--- config.mk ---
export PLATFORM = sky130hd
export DESIGN_NAME = colour_lookup_ctrl
export DESIGN_NICKNAME = d
export VERILOG_FILES = /design/src/rtl/colour_pkg.sv /design/src/rtl/host_port_seq.sv /design/src/rtl/colour_regfile.sv /design/src/rtl/colour_pipe.sv /design/src/rtl/colour_lookup_ctrl.sv
export SDC_FILE = /design/constraint.sdc
export NUM_CORES = 1
export LEC_CHECK = 0
export BUFFER_PORTS_ARGS = -buffer_cell sky130_fd_sc_hd__buf_2
export CAP_MARGIN = 5
export CORE_MARGIN = 3
export CORE_UTILIZATION = 55
export DETAILED_ROUTE_END_ITERATION = 10
export PLACE_DENSITY = 0.88
export SKIP_CTS_REPAIR_TIMING = 1
export SLEW_MARGIN = 20
export SYNTH_ARGS = -nofsm -noshare
export SYNTH_HDL_FRONTEND = slang
export SYNTH_SLANG_ARGS = --single-unit
--- constraint.sdc ---
create_clock -name clk -period 1.65 [get_ports clk]
set_clock_uncertainty 0.1 [all_clocks]
set_input_delay 0.2475 -clock clk [delete_from_list [all_inputs] [get_ports clk]]
set_output_delay 0.2475 -clock clk [all_outputs]
set_load 0.05 [all_outputs]
--- src/rtl/colour_pkg.sv ---
package colour_pkg;
    parameter int CW   = 6;
    parameter int NPAL = 16;
    parameter int IW   = 5;
    parameter int DW   = 8;
    localparam int PW  = $clog2(NPAL);

    localparam logic [IW-1:0] A_MODE   = 5'h10;
    localparam logic [IW-1:0] A_BORDER = 5'h11;
    localparam logic [IW-1:0] A_PLANES = 5'h12;
    localparam logic [IW-1:0] A_PAN    = 5'h13;

    typedef logic [NPAL-1:0][CW-1:0] pal_t;

    typedef struct packed {
        logic          phase;   // 0: next write is index, 1: data
        logic [IW-1:0] idx;
        logic          out_en;
    } port_t;

    typedef struct packed {
        pal_t          pal;
        logic [CW-1:0] border;
        logic [PW-1:0] mask;
        logic [1:0]    sel;
        logic [3:0]    pan;
        logic [3:0]    mode;
    } regs_t;

    typedef struct packed {
        logic [CW-1:0] pix;
    } pipe_t;
endpackage

--- src/rtl/host_port_seq.sv ---
module host_port_seq
    import colour_pkg::*;
(
    input  logic          clk,
    input  logic          rst_n,
    input  logic          wr_en,
    input  logic [DW-1:0] wr_data,
    input  logic          stat_rd,
    output logic          reg_we,
    output logic [IW-1:0] reg_addr,
    output logic          out_en
);
    port_t s_d, s_q;

    always_comb begin
        s_d = s_q;
        if (wr_en) begin
            if (!s_q.phase) begin
                s_d.idx    = wr_data[IW-1:0];
                s_d.out_en = wr_data[IW];
            end
            s_d.phase = ~s_q.phase;
        end
        if (stat_rd) s_d.phase = 1'b0;
    end

    always_ff @(posedge clk) begin
        if (!rst_n) s_q <= '0;
        else        s_q <= s_d;
    end

    assign reg_we   = wr_en && s_q.phase;
    assign reg_addr = s_q.idx;
    assign out_en   = s_q.out_en;

    assert_status_read_index_R3: assert property (@(posedge clk) disable iff (!rst_n)
        stat_rd |=> !s_q.phase);
    assert_toggle_flips_R2: assert property (@(posedge clk) disable iff (!rst_n)
        (wr_en && !stat_rd) |=> (s_q.phase != $past(s_q.phase)));
endmodule

--- src/rtl/colour_regfile.sv ---
module colour_regfile
    import colour_pkg::*;
(
    input  logic          clk,
    input  logic          rst_n,
    input  logic          we,
    input  logic [IW-1:0] addr,
    input  logic [DW-1:0] wdata,
    input  logic          lock,
    output pal_t          pal,
    output logic [CW-1:0] border,
    output logic [PW-1:0] mask,
    output logic [1:0]    sel,
    output logic [3:0]    pan,
    output logic [3:0]    mode
);
    regs_t r_d, r_q;

    always_comb begin
        r_d = r_q;
        if (we) begin
            for (int i = 0; i < NPAL; i++) begin
                if (addr == IW'(i) && !lock) r_d.pal[i] = wdata[CW-1:0];
            end
            case (addr)
                A_MODE:   r_d.mode   = wdata[3:0];
                A_BORDER: r_d.border = wdata[CW-1:0];
                A_PLANES: begin
                    r_d.mask = wdata[PW-1:0];
                    r_d.sel  = wdata[5:4];
                end
                A_PAN:    r_d.pan    = wdata[3:0];
                default:  ;
            endcase
        end
    end

    always_ff @(posedge clk) begin
        if (!rst_n) begin
            r_q      <= '0;
            r_q.mask <= '1;
        end else begin
            r_q <= r_d;
        end
    end

    assign pal    = r_q.pal;
    assign border = r_q.border;
    assign mask   = r_q.mask;
    assign sel    = r_q.sel;
    assign pan    = r_q.pan;
    assign mode   = r_q.mode;

    assert_palette_locked_R5: assert property (@(posedge clk) disable iff (!rst_n)
        (we && addr < IW'(NPAL) && lock) |=> $stable(r_q.pal));
    assert_unused_index_R10: assert property (@(posedge clk) disable iff (!rst_n)
        (we && addr > A_PAN) |=> $stable(r_q));
endmodule

--- src/rtl/colour_pipe.sv ---
module colour_pipe
    import colour_pkg::*;
(
    input  logic          clk,
    input  logic          rst_n,
    input  pal_t          pal,
    input  logic [CW-1:0] border,
    input  logic [PW-1:0] mask,
    input  logic [1:0]    sel,
    input  logic          out_en,
    input  logic [PW-1:0] pix_val,
    input  logic          blank,
    output logic [CW-1:0] pix_out,
    output logic [1:0]    diag
);
    pipe_t p_d, p_q;
    logic [1:0] taps [4];

    always_comb begin
        p_d = p_q;
        if (blank || !out_en) p_d.pix = border;
        else                  p_d.pix = pal[pix_val & mask];
    end

    always_ff @(posedge clk) begin
        if (!rst_n) p_q <= '0;
        else        p_q <= p_d;
    end

    // Status selection table: pairs of colour bits {bit for diag[1], bit for diag[0]}
    localparam int HI_BIT [3] = '{2, 1, 4};
    localparam int LO_BIT [3] = '{0, 3, 5};

    for (genvar g = 0; g < 3; g++) begin : g_tap
        assign taps[g] = {p_q.pix[HI_BIT[g]], p_q.pix[LO_BIT[g]]};
    end
    assign taps[3] = 2'b00;

    assign pix_out = p_q.pix;
    assign diag    = taps[sel];

    assert_border_when_off_R8: assert property (@(posedge clk) disable iff (!rst_n)
        (blank || !out_en) |=> (pix_out == $past(border)));
    assert_lookup_R7: assert property (@(posedge clk) disable iff (!rst_n)
        (!blank && out_en) |=> (pix_out == $past(pal[pix_val & mask])));
endmodule

--- src/rtl/colour_lookup_ctrl.sv ---
module colour_lookup_ctrl
    import colour_pkg::*;
(
    input  logic          clk,
    input  logic          rst_n,
    input  logic          wr_en,
    input  logic [7:0]    wr_data,
    input  logic          stat_rd,
    input  logic [3:0]    pix_val,
    input  logic          blank,
    output logic [5:0]    pix_out,
    output logic [1:0]    diag_bits,
    output logic [3:0]    pan_count,
    output logic [3:0]    mode_bits
);
    logic          reg_we;
    logic [IW-1:0] reg_addr;
    logic          out_en;
    pal_t          pal;
    logic [CW-1:0] border;
    logic [PW-1:0] mask;
    logic [1:0]    sel;

    host_port_seq u_port (
        .clk(clk), .rst_n(rst_n), .wr_en(wr_en), .wr_data(wr_data),
        .stat_rd(stat_rd), .reg_we(reg_we), .reg_addr(reg_addr), .out_en(out_en)
    );

    colour_regfile u_regs (
        .clk(clk), .rst_n(rst_n), .we(reg_we), .addr(reg_addr), .wdata(wr_data),
        .lock(out_en), .pal(pal), .border(border), .mask(mask), .sel(sel),
        .pan(pan_count), .mode(mode_bits)
    );

    colour_pipe u_pipe (
        .clk(clk), .rst_n(rst_n), .pal(pal), .border(border), .mask(mask),
        .sel(sel), .out_en(out_en), .pix_val(pix_val), .blank(blank),
        .pix_out(pix_out), .diag(diag_bits)
    );

    assert_reset_output_R1: assert property (@(posedge clk)
        !rst_n |=> (pix_out == '0 && pan_count == '0 && mode_bits == '0));
endmodule

## Word-level counts from Yosys, hierarchy flattened

Index checks and enable logic that the tools add are counted.

| word-level totals | value |
|---|---|
| register bits | 129 |
| input bits | 17 |
| output and inout port bits | 16 |
| word-level logic and storage cells | 98 |

| cells by class | value |
|---|---|
| magnitude comparators | 2 |
| equality and inequality tests | 19 |
| mux-type cells | 6 |
| bitwise gates (word level) | 4 |
| reductions and logical operators | 42 |

Operator list:

| kind | number |
|---|---|
| 2-bit AND reduction | 21 |
| 5-bit by 4-bit equality test with 1-bit output (second input constant) | 8 |
| 6-bit binary-select mux with 4-bit select | 1 |
| 5-bit by 3-bit equality test with 1-bit output (second input constant) | 4 |
| 5-bit equality test (second input constant) | 4 |
| 1-bit logical AND | 17 |
| 6-bit 2-to-1 mux | 2 |
| 5-bit by 2-bit equality test with 1-bit output (second input constant) | 2 |
| 5-bit by 1-bit equality test with 1-bit output (second input constant) | 1 |
| 5-bit logical NOT | 1 |
| 4-bit by 5-bit < comparator with 1-bit output (second input constant) | 1 |
| 4-bit AND | 1 |
| 2-bit binary-select mux with 2-bit select | 1 |
| 2-bit 2-to-1 mux | 2 |
| 3-bit greater-or-equal comparator (second input constant) | 1 |
| 2-bit NOT with 3-bit output | 1 |
| 1-bit NOT | 2 |
| 2-bit OR reduction | 1 |
| 1-bit logical NOT | 1 |
| 1-bit logical OR | 1 |

## Depth between registers and ports, before layout

| depth | value |
|---|---|
| depth in word-level cells | 4 |
| gate-level depth with buffers | 7 |
| depth with buffers taken out | 4 |

## Cells and area by module

From an unflattened synthesis, not the netlist that was laid out.

| unflattened totals | value |
|---|---|
| cells, all modules | 532 |
| area total of the unflattened synthesis | 5694.2 µm² |

Modules (own cells, without submodules):

| module | instances | cells each | area each (µm²) | sequential area each (µm²) |
|---|---|---|---|---|
| colour_regfile | 1 | 420 | 4366.7 | 2322.2 |
| colour_pipe | 1 | 76 | 985.9 | 120.1 |
| host_port_seq | 1 | 36 | 341.6 | 140.1 |

## Worst setup path after synthesis

Ideal clock, no wire load.

| path | value |
|---|---|
| path kind | register -> output |
| from | register u_pipe.p_q, in the netlist u_pipe.pix_out[5] |
| to | output port diag_bits[0] |
| arrival | 1852 ps |
| data required time | 1302 ps |
| path slack | -550 ps |
| cell stages (with the launch flop) | 3 |
| path buffers | 0 |
| path through | dfxtp_1 > mux2i_1 > o21ai_0 |

| between the ends | value |
|---|---|
| cells in the longest elaborated chain, start to end | 3 |

RTL lines:

| element | RTL line | text |
|---|---|---|
| from (decl) | colour_pipe.sv:16 | `pipe_t p_d, p_q;` |
| from (signal assigned) | colour_pipe.sv:27 | `else p_q <= p_d;` |
| 2-bit binary-select mux with 2-bit select | colour_pipe.sv:40 | `assign diag = taps[sel];` |
| 2-bit 2-to-1 mux (implied by the code) (2 in series) | colour_pipe.sv:40 |  |
| to (decl) | colour_lookup_ctrl.sv:12 | `output logic [1:0] diag_bits,` |

Every way passes these cells. The select of a mux whose other input is x is not followed.

## Worst setup path in the final report

| path | value |
|---|---|
| from | register u_regs.mask[0] (netlist name) |
| to | register u_pipe.p_q, in the netlist u_pipe.pix_out[4] |

| between the ends | value |
|---|---|
| cells in the longest elaborated chain, start to end | 4 |

RTL lines:

| element | RTL line | text |
|---|---|---|
| 4-bit AND | colour_pipe.sv:22 | `else p_d.pix = pal[pix_val & mask];` |
| 6-bit binary-select mux with 4-bit select | colour_pipe.sv:22 |  |
| 6-bit 2-to-1 mux (implied by the code) | colour_pipe.sv:22 |  |
| 6-bit 2-to-1 mux | colour_pipe.sv:21 | `if (blank \|\| !out_en) p_d.pix = border;` |

Every way passes these cells. The select of a mux whose other input is x is not followed.
A chain may end at the register's enable or synchronous reset.

==> results.toml <==
[status]
run_status = "finished, violations left"
failing_checks = "negative setup slack"

[sta]
slew-limit-headroom = 0.611
tns_ns = -1.29
post-route-worst-setup-slack_ns = -0.128
grt_setup_unrepaired = "yes"
final.hold.worst_slack_ns = 0.0575
layout_worst_path_cycle_share = 1.08
timing.final.hold_violations = 0
final_period_minus_worst_setup_slack_ns = 1.78
worstMarginPinSlew_ns = 0.582
final-max-slew-violation-count = 0
final-setup-viol-count = 21
max_clock_freq_mhz = 563

[grt]
grt_remaining_overflow = 0
grt_pass1_wl_um = 23200
all_layer_gr_usage = 0.240
grt_pass1_vias = 4277
number_of_antenna_violations_at_the_first_check_in_global_routing = 0
pin_count_of_the_biggest_net_entering_global_routing = 50

[final_layout]
syn_to_final_growth_pct = 21.1
antenna_cells_inserted = 0
post-route-util = 0.694
layout.cells.non_filler = 704
finalInstanceArea_um2 = 7260
nets = 574
ratio_of_cells_with_drive_above_1_in_the_final_layout = 0.283

[critical_path]
r2r_setup_slack_ns = -0.13
crit_path_end_kind = "flip-flop"
startpoint_type = "flip-flop"
path_max_fanout = 8
r2r.worst_path.cells = 5
worst-setup-path-type = "reg -> reg"
worst_r2r_startpoint = "u_regs.mask[0]"
critical_path.reg2reg.endpoint = "u_pipe.pix_out[4]"
worst-endpoint-required_ns = 1.95
data_arrival_time_at_the_worst_slack_endpoint_ns = 2.07
crit_path_start = "u_regs.mask[0]"

[power_and_ir_drop]
power.total_mw = 7.40
max-vdd-ir-drop_mv = 0.896
p_leak_nw = 3.38
powerDensity_nw_per_um2 = 1020

[route]
antenna_left = 0
dr.pass1.iters = 5
via_count_of_the_routed_design = 4400
routed_wl_um = 16600
drt-initial-drc-count = 416
post-route-drc-count = 0
avgRoutedWirePerCell_um = 23.6
vias_per_std_cell = 6.25

[clock_network]
clk-insertion-delay-late_ns = 0.52
cts_tree = "yes"
cts_sink_count = 129
numCtsBuffers = 17
clk_pin_slew_ns = 0.06
ctsRootBufferMaster = "sky130_fd_sc_hd__clkbuf_8"
clockBufferDepth = 2
cts-htree-levels = 4

[logic_synthesis]
synth_async_sr_flop_share = 0
yosysTopAreaCell = "sky130_fd_sc_hd__dfxtp_1"
synth_warnings = 0
postSynthRegisterBits = 129
post-synth-top-count-cell = "sky130_fd_sc_hd__dfxtp_1"
synth-edff-count = 0
synth_top_cells_by_count = "sky130_fd_sc_hd__dfxtp_1, sky130_fd_sc_hd__mux2i_1, sky130_fd_sc_hd__nor2b_1, sky130_fd_sc_hd__clkbuf_1, sky130_fd_sc_hd__mux4_2"
synthesis.nets = 529
yosysTopAreaCellShare = 0.431
synth_cell_types = 35
syn-mean-instance-area_um2 = 11.7
mappedNetlistArea_um2 = 6000
yosysSeqAreaShare = 0.431
yosys-top-cells-area = "sky130_fd_sc_hd__dfxtp_1, sky130_fd_sc_hd__mux2i_1, sky130_fd_sc_hd__nor2b_1"
instance_count_of_the_mapped_netlist = 512
synth_flop_cell = "sky130_fd_sc_hd__dfxtp_1"

[placed_design]
placed_instance_area_um2 = 6460
pre_cts_slack_ns = -0.113
global_placer_s_final_weighted_congestion = 0.819
dp.final_hpwl_um = 9260
io_buffer_count = 30
place.detailed.instances = 670

[worst_hold_path]
hold_path_class = "in -> reg"
min-delay-start = "blank"
worstHoldPathCells = 4
worstHoldEndpoint = "u_pipe.pix_out[4]"

[die]
fp.dieW_um = 110
core-area_um2 = 10500
die_height_um = 110
row_count = 37
initial_utilization = 0.573
io_pins = 33
dieArea_um2 = 12200

[job]
drv_cap = 0
-- per-layer routing --
| layer | GRT usage | share of wire |
|---|---|---|
| met1 | 0.308 | 0.39 |
| met2 | 0.401 | 0.49 |
| met3 | 0.0510 | 0.069 |
| met4 | 0.0829 | 0.050 |
| met5 | 0 | 0 |
-- placed cells by master, fill, tap and decap left out, drive strengths merged, types with 2 or more instances in the layout --
cell	n
dfxtp	129
mux2i	125
nor2b	123
buf	65
mux4	24
clkbuf	20
nand3	17
nand2	11
a22oi	11
nand2b	6
clkinv	6
nand4	5
bufinv	4
nor3b	3
nand4b	3
o21ai	2
and4bb	2
nor2	2
-- flip-flops by register name (all words and copies together), names as in the netlist --
name             flops
u_regs.pan           4
u_port.s_q           1
u_regs.pal          96
u_regs.mask          4
u_port.reg_addr      5
u_regs.mode          4
u_regs.border        6
u_regs.sel           2
u_pipe.pix_out       6
u_port.out_en        1
-- worst max-delay path, cell delays in order, from the launching register on --
cell	delay, ns
sky130_fd_sc_hd__dfxtp_2	0.33
sky130_fd_sc_hd__nand2_4	0.14
sky130_fd_sc_hd__buf_12	0.17
sky130_fd_sc_hd__mux4_2	0.56
sky130_fd_sc_hd__mux2i_1	0.23
sky130_fd_sc_hd__o211ai_1	0.11
-- report_power, final --
| part | internal [mW] | leakage [nW] | switching [mW] |
|---|---|---|---|
| logic | 0.187 | 2.05 | 0.263 |
| clock network | 2.43 | 0.287 | 1.37 |
| registers | 3.13 | 1.04 | 0.0178 |
-- how the worst max path moves through the flow --
stage	cells after the start	endpoint	slack, ns
final	5	u_pipe.pix_out[4]	-0.13
after global placement	6	u_pipe.pix_out[4]	-0.08
after global routing	5	u_pipe.pix_out[4]	-0.17
after floorplan	2	diag_bits[0]	0.06
after CTS	4	diag_bits[0]	-0.21
after detailed placement	6	u_pipe.pix_out[2]	-0.11
-- cell type report --
| cell class | count | area, um2 |
|---|---|---|
| well taps | 136 | 170 |
| flip-flops and latches | 129 | 2590 |
| repair buffers | 67 | 596 |
| fillers | 678 | 3200 |
| clock inverters | 11 | 165 |
| multi-input cells | 342 | 3320 |
| clock buffers | 19 | 422 |
-- kinds of logic after synthesis --
logic type	count (synthesis)	synth area share
AOI/OAI and AO/OA	14	0.0167
xor gates and xnor gates	1	0.00146
buffers and inverters	41	0.0376
DFF	129	0.431
muxes	149	0.303
and+or+nand+nor	178	0.211
No activity file was read; power rests on OpenSTA's default activity.
